<file path="src/rtl/pwg_pkg.sv">
package pwg_pkg;
  localparam int unsigned PW_BYTES_DEF = 8;
  localparam logic [7:0]  ARM_CODE     = 8'hAA;
  localparam logic [7:0]  ARM_RST      = 8'h00;
  typedef enum logic {CMD_READ = 1'b0, CMD_COPY = 1'b1} cmd_e;
endpackage

</file>
<file path="src/rtl/pwg_cfg_regs.sv">
module pwg_cfg_regs #(
  parameter int unsigned PW_BYTES = 8,
  localparam int unsigned PW_W    = PW_BYTES * 8,
  localparam int unsigned ADDR_W  = $clog2(2 * PW_BYTES + 1)
) (
  input  logic              clk_i,
  input  logic              rst_ni,
  input  logic              we_i,
  input  logic [ADDR_W-1:0] addr_i,
  input  logic [7:0]        wdata_i,
  output logic [PW_W-1:0]   rd_pw_o,
  output logic [PW_W-1:0]   full_pw_o,
  output logic [7:0]        arm_o
);
  localparam logic [ADDR_W-1:0] ARM_ADDR = ADDR_W'(2 * PW_BYTES);

  for (genvar b = 0; b < PW_BYTES; b++) begin : g_byte
    localparam logic [ADDR_W-1:0] RD_ADDR   = ADDR_W'(b);
    localparam logic [ADDR_W-1:0] FULL_ADDR = ADDR_W'(PW_BYTES + b);

    always_ff @(posedge clk_i or negedge rst_ni) begin
      if (!rst_ni) begin
        rd_pw_o[8*b +: 8]   <= '0;
        full_pw_o[8*b +: 8] <= '0;
      end else if (we_i) begin
        if (addr_i == RD_ADDR)   rd_pw_o[8*b +: 8]   <= wdata_i;
        if (addr_i == FULL_ADDR) full_pw_o[8*b +: 8] <= wdata_i;
      end
    end
  end

  always_ff @(posedge clk_i or negedge rst_ni) begin
    if (!rst_ni)                          arm_o <= pwg_pkg::ARM_RST;
    else if (we_i && addr_i == ARM_ADDR)  arm_o <= wdata_i;
  end
endmodule

</file>
<file path="src/rtl/pwg_rx.sv">
module pwg_rx #(
  parameter int unsigned PW_W   = 64,
  localparam int unsigned CNT_W = $clog2(PW_W + 2)
) (
  input  logic             clk_i,
  input  logic             rst_ni,
  input  logic             start_i,
  input  logic             vld_i,
  input  logic             bit_i,
  input  logic             end_i,
  output logic             active_o,
  output logic [CNT_W-1:0] cnt_o,
  output logic [PW_W-1:0]  cand_o
);
  // counter saturates one past full length: enough to flag "too long"
  localparam logic [CNT_W-1:0] CNT_SAT = CNT_W'(PW_W + 1);

  always_ff @(posedge clk_i or negedge rst_ni) begin
    if (!rst_ni) begin
      active_o <= 1'b0;
      cnt_o    <= '0;
      cand_o   <= '0;
    end else if (start_i) begin
      active_o <= 1'b1;
      cnt_o    <= '0;
      cand_o   <= '0;
    end else if (active_o && end_i) begin
      active_o <= 1'b0;
    end else if (active_o && vld_i) begin
      cand_o <= {bit_i, cand_o[PW_W-1:1]};   // first bit lands in LSB after PW_W shifts
      if (cnt_o != CNT_SAT) cnt_o <= cnt_o + 1'b1;
    end
  end
endmodule

</file>
<file path="src/rtl/pwg_decide.sv">
module pwg_decide #(
  parameter int unsigned PW_W   = 64,
  localparam int unsigned CNT_W = $clog2(PW_W + 2)
) (
  input  logic             clk_i,
  input  logic             rst_ni,
  input  logic             fire_i,
  input  pwg_pkg::cmd_e    cmd_i,
  input  logic [7:0]       arm_i,
  input  logic [CNT_W-1:0] cnt_i,
  input  logic [PW_W-1:0]  cand_i,
  input  logic [PW_W-1:0]  rd_pw_i,
  input  logic [PW_W-1:0]  full_pw_i,
  output logic             grant_o,
  output logic             deny_o
);
  logic len_ok, armed, hit_full, hit_rd, pass;

  always_comb begin
    len_ok   = (cnt_i == CNT_W'(PW_W));
    armed    = (arm_i == pwg_pkg::ARM_CODE);
    hit_full = (cand_i == full_pw_i);
    hit_rd   = (cand_i == rd_pw_i) && (cmd_i == pwg_pkg::CMD_READ);
    pass     = len_ok && (!armed || hit_full || hit_rd);
  end

  always_ff @(posedge clk_i or negedge rst_ni) begin
    if (!rst_ni) begin
      grant_o <= 1'b0;
      deny_o  <= 1'b0;
    end else begin
      grant_o <= fire_i && pass;
      deny_o  <= fire_i && !pass;
    end
  end
endmodule

</file>
<file path="src/rtl/pwd_access_gate.sv">
module pwd_access_gate #(
  parameter int unsigned PW_BYTES = pwg_pkg::PW_BYTES_DEF,
  localparam int unsigned PW_W    = PW_BYTES * 8,
  localparam int unsigned ADDR_W  = $clog2(2 * PW_BYTES + 1),
  localparam int unsigned CNT_W   = $clog2(PW_W + 2)
) (
  input  logic              clk_i,
  input  logic              rst_ni,
  input  logic              cfg_we_i,
  input  logic [ADDR_W-1:0] cfg_addr_i,
  input  logic [7:0]        cfg_wdata_i,
  input  logic              cand_start_i,
  input  logic              cand_vld_i,
  input  logic              cand_bit_i,
  input  logic              cand_end_i,
  input  logic              cmd_copy_i,
  output logic              grant_o,
  output logic              deny_o
);
  logic [PW_W-1:0]  rd_pw, full_pw, cand;
  logic [7:0]       arm_byte;
  logic             rx_active;
  logic [CNT_W-1:0] rx_cnt;
  logic             fire;
  pwg_pkg::cmd_e    cmd;

  assign fire = cand_end_i && rx_active && !cand_start_i;
  assign cmd  = cmd_copy_i ? pwg_pkg::CMD_COPY : pwg_pkg::CMD_READ;

  pwg_cfg_regs #(.PW_BYTES(PW_BYTES)) i_regs (
    .clk_i, .rst_ni,
    .we_i(cfg_we_i), .addr_i(cfg_addr_i), .wdata_i(cfg_wdata_i),
    .rd_pw_o(rd_pw), .full_pw_o(full_pw), .arm_o(arm_byte)
  );

  pwg_rx #(.PW_W(PW_W)) i_rx (
    .clk_i, .rst_ni,
    .start_i(cand_start_i), .vld_i(cand_vld_i), .bit_i(cand_bit_i), .end_i(cand_end_i),
    .active_o(rx_active), .cnt_o(rx_cnt), .cand_o(cand)
  );

  pwg_decide #(.PW_W(PW_W)) i_dec (
    .clk_i, .rst_ni,
    .fire_i(fire), .cmd_i(cmd), .arm_i(arm_byte), .cnt_i(rx_cnt),
    .cand_i(cand), .rd_pw_i(rd_pw), .full_pw_i(full_pw),
    .grant_o, .deny_o
  );
endmodule

</file>
<file path="config.mk">
export PLATFORM = sky130hd
export DESIGN_NAME = pwd_access_gate
export DESIGN_NICKNAME = d
export VERILOG_FILES = /design/src/rtl/pwg_pkg.sv /design/src/rtl/pwg_cfg_regs.sv /design/src/rtl/pwg_rx.sv /design/src/rtl/pwg_decide.sv /design/src/rtl/pwd_access_gate.sv
export SDC_FILE = /design/constraint.sdc
export NUM_CORES = 1
export LEC_CHECK = 0
export BUFFER_PORTS_ARGS = -buffer_cell sky130_fd_sc_hd__buf_2
export CORE_ASPECT_RATIO = 1.75
export CORE_MARGIN = 2
export CORE_UTILIZATION = 45
export DETAILED_ROUTE_END_ITERATION = 6
export MAX_ROUTING_LAYER = met4
export PLACE_DENSITY = 0.71
export SETUP_SLACK_MARGIN = 0.5
export SYNTH_ARGS = -nofsm -noshare
export SYNTH_HDL_FRONTEND = slang
export SYNTH_SLANG_ARGS = --single-unit
export TNS_END_PERCENT = 30
</file>
<file path="constraint.sdc">
create_clock -name clk_i -period 1.8 [get_ports clk_i]
set_input_delay 0.27 -clock clk_i [delete_from_list [all_inputs] [get_ports clk_i]]
set_output_delay 0.27 -clock clk_i [all_outputs]
set_load 0.005 [all_outputs]
</file>
# [Word level (Yosys, flattened, before mapping)]
# Cells that the tools add are included.
[totals] reg_bits=210 out_inout_bits=2 word_cells=91
[classes] add_sub_neg=1 n_eq_ne=22 n_mux=10 n_bitwise=1 n_reduce_logical=35
[op_table] op="$mux W64" count=3
[op_table] op="$eq A64 B64 Y1" count=2
[op_table] op="$eq A5 B4 Y1 const B" count=8
[op_table] op="$reduce_and A2 Y1" count=17
[op_table] op="$mux W7" count=4
[op_table] op="$eq A5 B3 Y1 const B" count=4
[op_table] op="$eq A5 B2 Y1 const B" count=2
[op_table] op="$eq A8 B8 Y1 const B" count=1
[op_table] op="$logic_and A1 B1 Y1" count=8
[op_table] op="$add A7 B1 Y7 const B" count=1
[op_table] op="$eq A7 B7 Y1 const B" count=1
[op_table] op="$ne A7 B7 Y1 const B" count=1
[op_table] op="$reduce_bool A2 Y1" count=3
[op_table] op="$eq A5 B1 Y1 const B" count=1
[op_table] op="$eq A5 B5 Y1 const B" count=1
[op_table] op="$logic_not A5 Y1" count=1
[op_table] op="$logic_not A1 Y1" count=3
[op_table] op="$mux W1" count=3
[op_table] op="$reduce_and A3 Y1" count=1
[op_table] op="$logic_or A1 B1 Y1" count=2
[op_table] op="$ne A2 B2 Y1 const B" count=1
[op_table] op="$not A1 Y1" count=1

# [Depth between registers and ports, before layout]
[depth] depth_word=7 ltp_mapped=8 depth_no_buf=7

# [Cells and area by module]
# A second synthesis with hierarchy kept.
[hier_totals] hier_cells=820 hier_area_um2=9681.8
[modules_own_cells] module="pwg_cfg_regs" n_inst=1 cells_per_inst=311 area_per_inst_um2=5203.7
[modules_own_cells] module="pwg_rx" n_inst=1 cells_per_inst=322 area_per_inst_um2=2941.6
[modules_own_cells] module="pwg_decide" n_inst=1 cells_per_inst=186 area_per_inst_um2=1527.7
[modules_own_cells] module="pwd_access_gate" n_inst=1 cells_per_inst=1 area_per_inst_um2=8.8

# [Worst setup path before layout]
# OpenSTA, ideal clock, no wires.
[synth_path] path_type="register -> register" startpoint="register i_rx.cand_o[9]" endpoint="register i_dec.deny_o" setup_ns=0.118 arrival_ns=1.550 required_time_ns=1.682 slack_ns=0.132 path_stages_with_launch=7 synth_period_minus_slack_ns=1.668 cell_sequence="dfrtp_1 > xnor2_1 > nand2_1 > or4_1 > nor3_1 > nand3_1 > a21o_1"
[synth_between] elab_chain_cells=6 elab_cells_between_ends=8 classes_between="eq/ne (2); reduce/logical (6)"
[synth_rtl] element="start: declaration" line="pwg_rx.sv:13" source="output logic [PW_W-1:0] cand_o"
[synth_rtl] element="start signal: assignment" line="pwg_rx.sv:30" source="cand_o <= {bit_i, cand_o[PW_W-1:1]};"
[synth_rtl] element="$eq A64 B64 Y1 (on tied branches)" line="pwg_decide.sv:22, pwg_decide.sv:23"
[synth_rtl] element="$logic_or A1 B1 Y1 or $logic_and A1 B1 Y1 (tied branches)" line="pwg_decide.sv:24, pwg_decide.sv:23"
[synth_rtl] element="$logic_or A1 B1 Y1 *" line="pwg_decide.sv:24" source="pass = len_ok && (!armed || hit_full || hit_rd);"
[synth_rtl] element="$logic_and A1 B1 Y1 *" line="pwg_decide.sv:24"
[synth_rtl] element="$logic_not A1 Y1 *" line="pwg_decide.sv:33" source="deny_o <= fire_i && !pass;"
[synth_rtl] element="$logic_and A1 B1 Y1 *" line="pwg_decide.sv:33"
[synth_rtl] element="end signal: assignment" line="pwg_decide.sv:33"
[synth_rtl] element="end: declaration" line="pwg_decide.sv:15" source="output logic deny_o"
# Mark *: on every way between the ends. The rest lies on a longest branch, timed or not.
# A chain may end at the register's enable or synchronous reset.

# [Worst setup path after layout]
[layout_path] startpoint="register i_rx.cand_o[51]" endpoint="register i_dec.grant_o"
[layout_between] elab_chain_cells=5 elab_cells_between_ends=7 classes_between="eq/ne (2); reduce/logical (5)"
[layout_rtl] element="$eq A64 B64 Y1 (on tied branches)" line="pwg_decide.sv:22, pwg_decide.sv:23"
[layout_rtl] element="$logic_or A1 B1 Y1 or $logic_and A1 B1 Y1 (tied branches)" line="pwg_decide.sv:24, pwg_decide.sv:23"
[layout_rtl] element="$logic_or A1 B1 Y1 *" line="pwg_decide.sv:24"
[layout_rtl] element="$logic_and A1 B1 Y1 *" line="pwg_decide.sv:24"
[layout_rtl] element="$logic_and A1 B1 Y1 *" line="pwg_decide.sv:32" source="grant_o <= fire_i && pass;"
[layout_rtl] element="end signal: assignment" line="pwg_decide.sv:32"
[layout_rtl] element="end: declaration" line="pwg_decide.sv:14" source="output logic grant_o,"
# Marked as above.

==> metrics <==
Most used DFF post-synth dfrtp_1; Area after DPL 10900 um2; count leader, synth dfrtp_1; drt total wl 30400 um; worst vdd ir 0.584 mV; Post-synth ARST share 100%; Ys Warns 0; Slowest-stage cell, CP nor4_2; CTS buffer count 20; RSZ-0062 raised after global routing yes; setup ws final -0.304 ns; clk root buf clkbuf_16; Syn Area/Cell 11.6 um2; post-synth top area share 54.8%; Max Clock Skew ~0.0067 ns; Synth area leader dfrtp_1; Post-Syn Instances 827; Crit path largest cell delay 0.47 ns; Routability Congestion 0.938; Pwr Density around 1000 nW/um2; Post-DP HPWL 19000 um; layout cells sized above 1 49.4%; # diodes 0; vias in the first global route 7188; Design Area, Final approximately 13000 um2; kind of critical path reg2reg; Rel. slew slack between 60% and 70%; CTS sink count 210; Layout area overhead 33.2%; post-layout util 61.0%; Core Region 20900 um2; Pwr Total 12.4 mW; die height 197 um; Clk pwr share 36.0%; outcome finished with violations; Detail Route Antenna Nets 0; final worst path period share 117%; drt wl/cell 24.8 um; grt ovf 0; CTS tree done; worst min path class in2reg; FF+latch count, synth 210; Die Wd 114 um; maxcap violations 0; post-synth net total 851; crit-path max FO 3; Post-synth EDFFs 0; first-pass GRT wire length 43100 um; Critical Path RT 2.21 ns; cell leakage power 6.09 nW; initial DRC count 419; critical path arrival 2.52 ns; Startpoint Class flip-flop; Ports 23; max frequency approximately 0.48 GHz; violated checks negative setup slack; Slew Limit Fails 0; via count 7161; Fin Hold WS 0.0263 ns; full die area 22500 um2; placed insts 1161; Tightest Pin Transition 0.572 ns; switching power of the nets 3.42 mW; Synth Cell Area around 9600 um2; TritonRoute pass-1 iters 6; DR DRC count 0; GRT Total Usage 26.5%; CP Cell Sequence buf_4 -> xor2_1 -> nor4_2 -> nand4_1 -> nor3_2 -> nand3_2 -> a211oi_2; initial antenna violation count 0; DP Worst Slack -0.457 ns; Reg power frac a little under half; standard-cell rows 70; Tmin final 2.10 ns; Netlist cell types 36; top post-synthesis cells by area dfrtp_1 55%, mux2_2 16%, xor2_1 9.7%; Pint 8.98 mW; Post-layout nets about 1000; CTS Buffer Depth 3; Worst-path clk slew 0.07 ns; post-DR vias/cell slightly below 6; Finished Layout Cells 1223; final hold violations 0; Post-synth top cells 210 x dfrtp_1, 146 x nand2_1, 136 x mux2_2; largest net degree at the start of global routing 66; Combinational Power Share between 10% and 20%; initial core utilization 45.8%; total negative slack -0.595 ns; port bufs 22; Setup violations, final 2; Sw Ratio 27.6%; Worst Setup End Kind flip-flop; Seq/Total Area, Yosys 54.8%; htree depth 1; worst skew pair latency approximately 0.50 ns
logic make-up after synthesis:
kind of cell / share of synthesized area [%]
XOR/XNOR: 11.6
AND/OR/NAND/NOR: 11.0
buffers and inverters: 1.88
flip-flops: 54.8
AO/OA/AOI/OAI: 4.33
adder cells (fa/ha/maj): 0.391
multiplexers: 16.0
final cells by class:
type | instances | area (um2)
Tap cell | 252 | 315
Clock inverter | 10 | 116
Multi-Input combinational cell | 572 | 5140
Timing Repair Buffer | 145 | 1330
Fill cell | 1554 | 8160
Clock buffer | 26 | 574
Inverter | 8 | 30.0
Sequential cell | 210 | 5260
cells in the final DEF (no fill, tap or decap), drive strengths merged:
cell type	Yosys	final
dfrtp	210	210
nand2	146	146
buf	9	139
mux2	136	136
xor2	106	106
a21oi	65	65
clkbuf	28	31
nor4	26	26
xnor2	21	21
nand4	15	15
nor2	12	12
inv	8	9
nor2b	7	7
nor3	7	7
clkinv	0	5
nand3b	4	4
o21ai	4	4
nand3	3	3
ha	3	3
o22ai	2	2
nor4bb	2	2
a21o	2	2
clkinvlp	0	2
bufinv	0	2
a221oi	2	2
a31oi	2	2
and3	2	2
or4	1	1
a211oi	1	1
or2	1	1
and2	1	1
or3	1	1
dlygate4sd3	0	1
power by group through the flow:
stage | logic [mW] | clock network (mW) | registers [mW]
after CTS | 2.02 | 4.49 | 5.73
after global placement | 1.86 | 0 | 5.78
after global routing | 2.31 | 4.67 | 5.81
after detailed placement | 1.90 | 0 | 5.82
final | 2.19 | 4.47 | 5.74
after floorplan | 1.20 | 0 | 5.72
per-layer routing:
| metal | vias up | global-route usage (%) | wire length (um) | share of wire, % |
|---|---|---|---|---|
| li1 | 3084 | - | - | - |
| met1 | 3694 | 29.7 | 11000 | 36 |
| met2 | 267 | 46.4 | 15700 | 52 |
| met3 | 116 | 2.67 | 1390 | 4.6 |
| met4 | 0 | 13.9 | 2340 | 7.7 |
| met5 | - | - | 0 | 0 |
final timing paths:
| kind | start | endpoint | slack (ns) | cells past startpoint |
|---|---|---|---|---|
| max reg2reg | i_rx.cand_o[51] | i_dec.grant_o | -0.30 | 7 |
| min in group asynchronous | rst_ni | i_rx.cnt_o[2] | 0.28 | 2 |
| max in group asynchronous | rst_ni | i_regs.full_pw_o[38] | 0.90 | 3 |
| max | i_rx.cand_o[51] | i_dec.grant_o | -0.30 | 7 |
| min reg2reg | i_regs.arm_o[5] | i_regs.arm_o[5] | 0.50 | 1 |
| min | cand_bit_i | i_rx.cand_o[63] | 0.03 | 3 |
registers in the layout, summed over array words and instances, names as in the netlist:
| name | flops |
|---|---|
| i_regs.full_pw_o | 64 |
| i_rx.cnt_o | 7 |
| i_rx.active_o | 1 |
| i_regs.arm_o | 8 |
| i_dec.deny_o | 1 |
| i_rx.cand_o | 64 |
| i_dec.grant_o | 1 |
| i_regs.rd_pw_o | 64 |
repair_timing:
action / CTS / global route
buffers inserted: 11 / 9
hold endpoints to repair: 45 / 0
hold buffers: 1 / 0
cloned: 1 / 4
setup endpoints to repair: 75 / 65
gates resized for setup: 27 / 204
pin swaps: 20 / 135
worst max-delay path: cells and delay by family (launching register included):
kind	cells	cell delay (ns)
buf+inv	1	0.16
compound gates	1	0.23
simple gates	4	1.07
flops	1	0.39
xor+xnor	1	0.17
(Power assumes the default switching activity.)
